`src/rtl/vaddr_xlate.sv`:
```
module vaddr_xlate #(
  parameter int AW = 32,
  parameter int PG_BITS = 12,
  parameter int IDX_BITS = 10
) (
  input  logic          clk,
  input  logic          rst_n,
  input  logic          req_valid,
  input  logic [AW-1:0] req_vaddr,
  input  logic          priv_user,
  input  logic          map_sup_en,
  input  logic          map_usr_en,
  input  logic [AW-1:0] ptbase0,
  input  logic [AW-1:0] ptbase1,
  input  logic          dbg_base_valid,
  input  logic [AW-1:0] dbg_base,
  output logic          busy,
  output logic          done,
  output logic [AW-1:0] paddr,
  output logic          cache_inh,
  output logic          fault,
  output logic          mem_rd_req,
  output logic [AW-1:0] mem_rd_addr,
  input  logic          mem_rd_ack,
  input  logic [AW-1:0] mem_rd_data
);
  localparam int FR_W = AW - PG_BITS;
  localparam int HI_LSB = PG_BITS + IDX_BITS;

  typedef enum logic [1:0] {S_IDLE, S_L1, S_L2} st_t;
  st_t st;

  logic [AW-1:0]   va_q;
  logic [FR_W-1:0] tbl_q;
  logic [AW-1:0]   pa_q;
  logic            ci_q, flt_q, done_q;

  wire mode_mapped = priv_user ? map_usr_en : map_sup_en;
  wire walk = dbg_base_valid | mode_mapped;
  wire [AW-1:0] base_sel = dbg_base_valid ? dbg_base : (priv_user ? ptbase1 : ptbase0);
  wire ent_ok = mem_rd_data[0];

  assign busy = (st != S_IDLE);
  assign mem_rd_req = busy;
  assign mem_rd_addr = (st == S_L1) ? {tbl_q, va_q[AW-1:HI_LSB], 2'b00}
                                    : {tbl_q, va_q[HI_LSB-1:PG_BITS], 2'b00};
  assign done = done_q;
  assign paddr = pa_q;
  assign cache_inh = ci_q;
  assign fault = flt_q;

  always_ff @(posedge clk) begin
    if (!rst_n) begin
      st <= S_IDLE;
      va_q <= '0;
      tbl_q <= '0;
      pa_q <= '0;
      ci_q <= 1'b0;
      flt_q <= 1'b0;
      done_q <= 1'b0;
    end else begin
      done_q <= 1'b0;
      unique case (st)
        S_IDLE: if (req_valid) begin
          va_q <= req_vaddr;
          if (walk) begin
            tbl_q <= base_sel[AW-1:PG_BITS];
            st <= S_L1;
          end else begin
            pa_q <= req_vaddr;
            ci_q <= 1'b0;
            flt_q <= 1'b0;
            done_q <= 1'b1;
          end
        end
        S_L1: if (mem_rd_ack) begin
          if (ent_ok) begin
            tbl_q <= mem_rd_data[AW-1:PG_BITS];
            st <= S_L2;
          end else begin
            pa_q <= '0;
            ci_q <= 1'b0;
            flt_q <= 1'b1;
            done_q <= 1'b1;
            st <= S_IDLE;
          end
        end
        S_L2: if (mem_rd_ack) begin
          pa_q <= ent_ok ? {mem_rd_data[AW-1:PG_BITS], va_q[PG_BITS-1:0]} : '0;
          ci_q <= ent_ok & mem_rd_data[1];
          flt_q <= ~ent_ok;
          done_q <= 1'b1;
          st <= S_IDLE;
        end
        default: st <= S_IDLE;
      endcase
    end
  end

  p_done_idle_r8: assert property (@(posedge clk) disable iff (!rst_n)
    done |-> !busy);
  p_busy_ignore_r8: assert property (@(posedge clk) disable iff (!rst_n)
    busy && req_valid |=> $stable(va_q));
  p_rd_hold_r10: assert property (@(posedge clk) disable iff (!rst_n)
    mem_rd_req && !mem_rd_ack |=> mem_rd_req && $stable(mem_rd_addr));
  p_fault_clear_r7: assert property (@(posedge clk) disable iff (!rst_n)
    done && fault |-> paddr == '0 && !cache_inh);
  p_offset_pass_r4: assert property (@(posedge clk) disable iff (!rst_n)
    done && !fault |-> paddr[PG_BITS-1:0] == va_q[PG_BITS-1:0]);
  p_hold_out_r9: assert property (@(posedge clk) disable iff (!rst_n)
    !done |-> $stable(paddr) && $stable(fault) && $stable(cache_inh));
endmodule

```
`config.mk`:
```
export PLATFORM = sky130hd
export DESIGN_NAME = vaddr_xlate
export DESIGN_NICKNAME = d
export VERILOG_FILES = /design/src/rtl/vaddr_xlate.sv
export SDC_FILE = /design/constraint.sdc
export NUM_CORES = 1
export LEC_CHECK = 0
export CORE_MARGIN = 1.5
export CORE_UTILIZATION = 35
export DETAILED_ROUTE_END_ITERATION = 6
export DONT_BUFFER_PORTS = 1
export GPL_TIMING_DRIVEN = 0
export MAX_ROUTING_LAYER = met4
export PLACE_DENSITY = 0.5
export SYNTH_ARGS = -nofsm -noshare
export SYNTH_HDL_FRONTEND = slang
export SYNTH_SLANG_ARGS = --single-unit
```
`constraint.sdc`:
```
create_clock -name clk -period 2.45 [get_ports clk]
set_input_delay 0.49 -clock clk [delete_from_list [all_inputs] [get_ports clk]]
set_output_delay 0.49 -clock clk [all_outputs]
set_load 0.005 [all_outputs]
```
Word-level counts from Yosys, hierarchy flattened
Index checks and enable logic that the tools add are counted.

Register bits after elaboration: 89. Bits in latches: 0. Bits in writable memories: 0. Memory bits (read-only): 0. Input port bits: 168. Memories kept: 0.

$add $sub $neg: 0. Multiply operators: 0. Divide/modulo/power cells: 0. $lt $le $gt $ge: 0. Equal/unequal tests: 9. Shift operators: 0. Multiplexer cells: 38. Bitwise operators: 3. Reduce and logical (&&, ||, !) cells: 8.

Operator list (count): 2-to-1 mux 32 bit (8); one-hot mux 32 bit (3 select lines) (1); 2-to-1 mux 20 bit (4); one-hot mux 20 bit (2 select lines) (1); 2-to-1 mux 1 bit (14); != test 2 bit (second input constant) (7); 2-to-1 mux 12 bit (1); 2-to-1 mux 2 bit (5); one-hot mux 1 bit (3 select lines) (3); one-hot mux 2 bit (3 select lines) (1); AND reduction 6 bit (1); AND reduction 5 bit (1); AND reduction 4 bit (1); nonzero test 2 bit (2); nonzero test 3 bit (1); == test 2 x 1 -> 1 bit (second input constant) (1); == test 2 bit (second input constant) (1); logical NOT 2 bit (1); AND reduction 2 bit (1); AND 1 bit (1); inverter 1 bit (1); OR 1 bit (1).

Depth between registers and ports, before layout
Gate-level depths: netlist of the first run.

Word-level depth: 5. Depth in mapped cells: 9. Depth with buffers taken out: 6.

Least setup slack after synthesis of the first run
Ideal clock, no wire load.

Path type: register to output. From: reg st[1]. To: out mem_rd_addr[10]. Data arrival time: 1.434 ns. Slack: 0.526 ns. Stages on the path, launching flop included: 6. Cells stage by stage: dfxtp_1 -> inv_1 -> ha_1 -> buf_2 -> buf_1 -> mux2_2.

Cells in the longest elaborated chain, start to end: 2.

Ends and longest elaborated chain: from (decl) (RTL line 31) `st_t st;`; from (signal assigned) (RTL line 54) `st <= S_IDLE;`; from (signal assigned) (RTL line 68) `st <= S_L1;`; from (signal assigned) (RTL line 79) `st <= S_L2;`; == test 2 x 1 -> 1 bit (RTL line 45) `assign mem_rd_addr = (st == S_L1) ? {tbl_q, va_q[AW-1:HI_LSB], 2'b00}`; 2-to-1 mux 12 bit (RTL line 45); to (decl) (RTL line 23) `output logic [AW-1:0] mem_rd_addr,`.

No other way between the ends.

Worst setup path in the final report of the first run
From: reg st[0]. To: reg pa_q[23], in the netlist paddr[23].

Cells in the longest elaborated chain, start to end: 3. Elaborated cells between the ends (all ways): 11. Those cells by class: eq/ne (7); mux (1); reduce/logical (3).

Ends and longest elaborated chain: == test 2 x 1 -> 1 bit (tied with other cells) (RTL line 63) `unique case (st)`; != test 2 bit (no source line) or nonzero test 3 bit (tied branches); AND reduction 6 bit (no source line); to (signal assigned) (RTL line 70) `pa_q <= req_vaddr;`; to (signal assigned) (RTL line 89) `pa_q <= ent_ok ? {mem_rd_data[AW-1:PG_BITS], va_q[PG_BITS-1:0]} : '0;`; to (decl) (RTL line 35) `logic [AW-1:0] pa_q;`.

Parallel ways exist; a longest one is shown, timed or not. A chain may end at the register's enable or synchronous reset.

==> results.cfg, run 1 <==
[timing]
tightest_slew_ns = 0.679
skew_ns = 0.00734
holdWs_ns = 0.266
period_needed_ns = 2.23
setup-violations-final = 0
drv_slew = 0
fin_crit_sh_pct = 91.0
relSlewSlack_pct = 54.7
max_clock_freq_mhz = 449
hold_viol_final = 0
rsz0062_at_grt = no
finalSetupTns_ns = 0

[final_layout]
area.growth.synth_to_final_pct = 11.5
drive_gt1_share_pct = 9.91
fill_cells = 1355
final_net_count = 754
fin_util_pct = 40.1
stdcell_count = 761
register_area_mm2 = 0.00178
antenna_cells = 0
multi_input_area_mm2 = 0.00257

[drt]
vias_per_cell = 5.61
drcViolationCount = 0
wl_um = 15900
wl_per_cell_um = 20.9
drt_pass1_iterations = 7
vias = 4269
ant_nets = 0
drtIter0Drc = 331

[clock_network]
clkTransAtPathRegs_ns = 0.07
ctsHtreeMaxLevel = 3
cts_sinks = 89
cts_tree = built
clockBufferDepth = 2
clkLatencyLatePin_ns = 0.35
cts-root-buf = clkbuf_16
cts_inserted_buffers = 9

[setup_path]
crit_start = st[0]
crit_chain = inv_1 -> ha_1 -> buf_2 -> buf_2 -> clkbuf_1 -> a31oi_1 -> nand3_1 -> o211a_1
cp_max_fo = 10
worstPathArrival_ns = 2.53
cpMaxStageDelayCell = dfxtp_1
cp_data_required_time_ns = 2.75
critPathKind = flip-flop to flip-flop
reg2reg_depth = 8
critical-path-max-stage-delay_ns = 0.41
worst_setup_path_start_kind = flip-flop
reg2reg_from = st[0]
crit_top_cell = buf_2
worst_setup_path_end_kind = flip-flop

[yosys]
yosys-top-cells-area = dfxtp_1 37%, a21boi_1 7.8%, o211a_1 6.7%, nand3_1 5.7%, nand2_1 5.5%
synth-xor-area-share_pct = 0
synth_edf_count = 0
synth_top_cell_area_share_pct = 37.2
synth_top_family_by_area = compound AO/OA/AOI/OAI gates
synthCells = 567
yosysTopAreaCell = dfxtp_1
synth_common_cells = 89 x dfxtp_1, 70 x nand2_1, 54 x nand3_1
synth-seq-area-share_pct = 37.2
yosys.area_share.simple_pct = 17.8
synth_compound_area_share_pct = 26.7
avgSynthCellArea_um2 = 8.44
syn-cell-area_mm2 = 0.00478
synth_ff_type = dfxtp_1
yosysWarnings = 0
synth.area.mux_share_pct = 7.61
yosysMostFrequentCell = dfxtp_1
yosysUniqueCellTypes = 36
synthAdderAreaFrac_pct = 1.57
synth_seq_cells = 89
async_reset_ff_share_pct = 0

[worst_hold_path]
worstHoldStart = req_vaddr[4]
hold_path_class = input pin to flip-flop
whs_path_depth = 2

[pwr]
leakage_nw = 2.45
powerDensity_mw_per_mm2 = 1120
power_mw = 6.00
worst_ir_drop_vdd_uv = 501

[die]
initial_core_util_pct = 36.0
pin_count = 237
die_y_um = 120
rows = 42
dieWidth_um = 120
die_area_mm2 = 0.0144
core-area_mm2 = 0.0133

[place]
place_congestion = 0.815
port-buffer-count = 0
hpwlAfterDp_um = 12200
dp.cells = 744

[global_route]
grt_max_degree = 19
antenna_found_initial = 0
grt_pass1_vias = 4309
grt_pass1_wl_um = 24500
grt.total_usage_pct = 23.1
grt-ovfl-total = 0

[job]
drv_cap = 0

[outcome]
status = finished clean
## sequential cells by signal, indices dropped and copies added, names as in the netlist
name	flops
cache_inh	1
done	1
fault	1
paddr	32
st	2
tbl_q	20
va_q	32
## cell usage in the layout (no fill, tap or decap), types with 2 or more instances in the layout
cell / Yosys / final
dfxtp_1: 89 / 89
clkbuf_1: 35 / 34
o211a_1: 32 / 32
and2_1: 3 / 3
buf_6: 3 / 3
clkinv_4: 0 / 2
nand2_1: 70 / 70
ha_1: 6 / 6
o21ai_1: 20 / 20
buf_4: 4 / 6
buf_2: 15 / 14
mux2_2: 11 / 11
clkbuf_2: 0 / 3
inv_1: 41 / 41
a21boi_0: 2 / 2
nand3_1: 54 / 54
conb_1: 1 / 2
clkbuf_16: 0 / 9
a222oi_1: 18 / 18
nor2_1: 2 / 2
a221oi_1: 2 / 2
nor2b_1: 36 / 36
a31oi_1: 32 / 32
a21boi_1: 50 / 50
nor3b_1: 3 / 3
mux2i_1: 24 / 24
## worst max-delay path, delay by kind of cell, from the launching register on
kind / cells / cell delay [ns]
buffers and inverters: 4 / 1.02
flip-flops: 1 / 0.41
adder cells (fa/ha/maj): 1 / 0.33
AO/OA/AOI/OAI: 2 / 0.30
AND/OR/NAND/NOR: 1 / 0.12
## cell families after synthesis
| logic type | Yosys count |
|---|---|
| AND/OR/NAND/NOR | 174 |
| AO/OA/AOI/OAI | 162 |
| buffers and inverters | 100 |
| flip-flops | 89 |
| multiplexers | 35 |
| adder cells (fa/ha/maj) | 6 |
| other | 1 |
## power by group
part / total [mW] / leakage [nW] / internal (mW) / switching, mW
clock network: 1.44 / 0.146 / 0.826 / 0.610
registers: 2.14 / 0.731 / 1.85 / 0.293
logic: 2.42 / 1.57 / 0.918 / 1.50
## final timing paths
kind	endpoint	slack, ns
worst min-delay path	va_q[4]	0.27
worst max register to register	paddr[23]	0.22
worst min register to register	va_q[20]	0.46
worst max-delay path	paddr[23]	0.22
## layer usage
metal	vias to the layer above	routed length, um	global-route usage [%]
met4	0	204	7.59
met5	-	0	-
li1	2029	-	-
met3	12	1570	6.46
met2	202	7050	35.0
met1	2026	7100	29.6
## stage by stage
step | worst slack (ns) | cell area [um^2]
global placement | 0.0695 | 5010
global route | 0.0427 | 5330
detailed placement | 0.0254 | 5010
finish | 0.221 | 5330
CTS | 0.0227 | 5310
floorplan | 0.526 | 4790
## what timing repair did
item / 4_1_cts / 5_1_grt
pin swaps: 0 / 1
setup endpoints to repair: 10 / 15
hold buffers: 0 / 0
setup buffers: 0 / 2
gates resized for setup: 0 / 6
## layout make-up
| class | count | area share [%] |
|---|---|---|
| multi-input combinational | 379 | 48.3 |
| sequential | 89 | 33.4 |
| buffer | 58 | 5.26 |
| clock buffer | 11 | 4.55 |
| tap | 176 | 4.13 |
| inverter | 41 | 2.89 |
| clock inverter | 5 | 1.20 |
| timing repair buffer | 2 | 0.282 |
Power figures use the tool's default switching activity.
==> inputs of run 2 (changes only) <==
- CORE_AREA: default -> 2 2 93 95
- CORE_MARGIN: 1.5 -> default
- CORE_UTILIZATION: 35 -> default
- CTS_CLUSTER_SIZE: default -> 14
- DIE_AREA: default -> 0 0 95 97
- PLACE_DENSITY: 0.5 -> 0.75
- clock period: 2.45 -> 2.4 ns (I/O delays scaled with it)
==> run 2 against run 1 <==
The run now ends with DRC left. Wire length is 5.1% lower. Combinational power about the same. Count of clock-buffer cells in the layout is 1 lower. Worst setup slack lost 0.058 ns. Sequential power increased by 2%. Flip-flop and latch count is the same. Cell count fell by 9.5%. Critical path type unchanged. Largest power group unchanged.
==> results.cfg, run 2 (synthesis gave the netlist of run 1 again) <==
[drt]
vias = 4463
wl_um = 15100
drt_pass1_iterations = 7
drtIter0Drc = 415
drcViolationCount = 7
ant_nets = 0
wl_per_cell_um = 21.9
vias_per_cell = 6.48

[clock_network]
cts_tree = built
postCtsHoldBufs = 0
cts-root-buf = clkbuf_8
ctsHtreeMaxLevel = 3
cts_sinks = 89
clockBufferDepth = 2
clkTransAtPathRegs_ns = 0.10
cts_inserted_buffers = 9
clkLatencyLatePin_ns = 0.38

[setup_path]
path_delay_family = buffers and inverters
crit_chain = inv_1 -> ha_1 -> buf_2 -> buf_2 -> clkbuf_1 -> a31oi_1 -> nand3_1 -> o211a_1
cp_data_required_time_ns = 2.73
critical_path_cell_count = 8
worstPathArrival_ns = 2.57
reg2reg_from = st[0]
critical-path-max-stage-delay_ns = 0.43
crit_top_cell = buf_2
cp.buffers_inverters = 4
worst_setup_path_end_kind = flip-flop
regToRegEndpoint = paddr[25]
r2r_slack_ns = 0.16
cpMaxStageDelayCell = dfxtp_1
worst_setup_path_start_kind = flip-flop
worstSetupEndpoint = paddr[25]
crit_start = st[0]
cp_max_fo = 10
critPathKind = flip-flop to flip-flop
reg2reg_depth = 8

[final_layout]
area.growth.synth_to_final_pct = 7.40
antenna_cells = 0
drive_gt1_share_pct = 9.93
stdcell_count = 689
fill_cells = 722
design_area_mm2 = 0.00514
final_net_count = 753
final_cell_mix = 89 x dfxtp_1, 70 x nand2_1, 54 x nand3_1
layout_commonest_cell = dfxtp_1

[place]
hpwlAfterDp_um = 11700
dp.cells = 673
dpl_cell_area_mm2 = 0.00492
port-buffer-count = 0
place_congestion = 0.919
pre_cts_slack_ns = 0.00380

[timing]
finalSetupTns_ns = 0
hold_viol_final = 0
tightest_slew_ns = 0.563
drv_slew = 0
rsz0062_at_grt = no
skew_ns = 0.0107
relSlewSlack_pct = 62.5
period_needed_ns = 2.24
max_clock_freq_mhz = 447
finalWorstSetupSlack_ns = 0.163
fin_crit_sh_pct = 93.2
setup-violations-final = 0

[outcome]
status = finished, violations left
violations = DRC

[global_route]
grt-ovfl-total = 0
grt.total_usage_pct = 32.7
antenna_found_initial = 0
grt_pass1_wl_um = 22500
grt_max_degree = 19
grt_pass1_vias = 4248

[die]
die_area_mm2 = 0.00922
initial_core_util_pct = 58.8
die_y_um = 97
pin_count = 237
dieWidth_um = 95
core-area_mm2 = 0.00813
rows = 33

[pwr]
worst_ir_drop_vdd_uv = 613
leakage_nw = 2.40
powerDensity_mw_per_mm2 = 1110

[worst_hold_path]
worstHoldStart = req_vaddr[7]
hold_path_class = input pin to flip-flop

[job]
drv_cap = 0
[run 2: changes by cell type in the layout (fill, tap and decap cells not counted)]
cell	before	now
clkinv_4	2	0
clkbuf_8	1	10
clkinvlp_4	1	2
inv_6	1	3
clkbuf_1	34	33
clkbuf_16	9	0
buf_4	6	5
[run 2: metrics by stage]
stage	total power, mW	utilization [%]	hold slack [ns]
detailed placement	4.57	60.5	0.444
finish	5.72	63.2	0.230
global route	6.03	63.2	0.230
floorplan	3.95	-	0.432
CTS	5.67	63.0	0.224
global placement	4.49	60.5	0.439
[run 2: how the worst min path moves through the flow]
stage,to,depth (start not counted),slack [ns]
2_1_floorplan,va_q[22],2,0.43
5_1_grt,va_q[7],2,0.23
3_5_place_dp,va_q[12],2,0.44
6_report,va_q[7],2,0.23
3_3_place_gp,va_q[12],2,0.44
4_1_cts,va_q[11],2,0.22
[run 2: cell type report]
type	count	area, um^2	area share [%]
Buffer	58	280	5.46
Clock buffer	10	138	2.68
Clock inverter	6	71.3	1.39
Inverter	41	154	3.00
Multi-Input combinational cell	379	2570	50.1
Sequential cell	89	1780	34.7
Tap cell	105	131	2.56
Timing Repair Buffer	1	7.51	0.146
[run 2: power by group]
group | internal (mW) | total, mW | switching (mW) | leakage, nW
logic | 0.928 | 2.42 | 1.49 | 1.57
registers | 1.88 | 2.19 | 0.307 | 0.731
clock network | 0.521 | 1.11 | 0.591 | 0.0999
[run 2: repair_timing]
item                                    CTS  global route
pin swaps                                 0             1
setup buffers                             0             1
cloned                                    0             0
resized for setup                         1             4
endpoints found under the setup margin   12            19
[run 2: worst register-to-register path, delay by kind of cell (launching register included)]
family                   cells  cell delay (ns)
flip-flops                   1             0.43
AO/OA/AOI/OAI                2             0.32
buffers and inverters        4             0.98
adder cells (fa/ha/maj)      1             0.33
AND/OR/NAND/NOR              1             0.14
[run 2: layer usage]
metal / global-route usage (%) / wire length [um]
met1: 39.2 / 5800
met2: 52.0 / 7100
met3: 10.4 / 1840
met4: 10.4 / 373
met5: - / 0
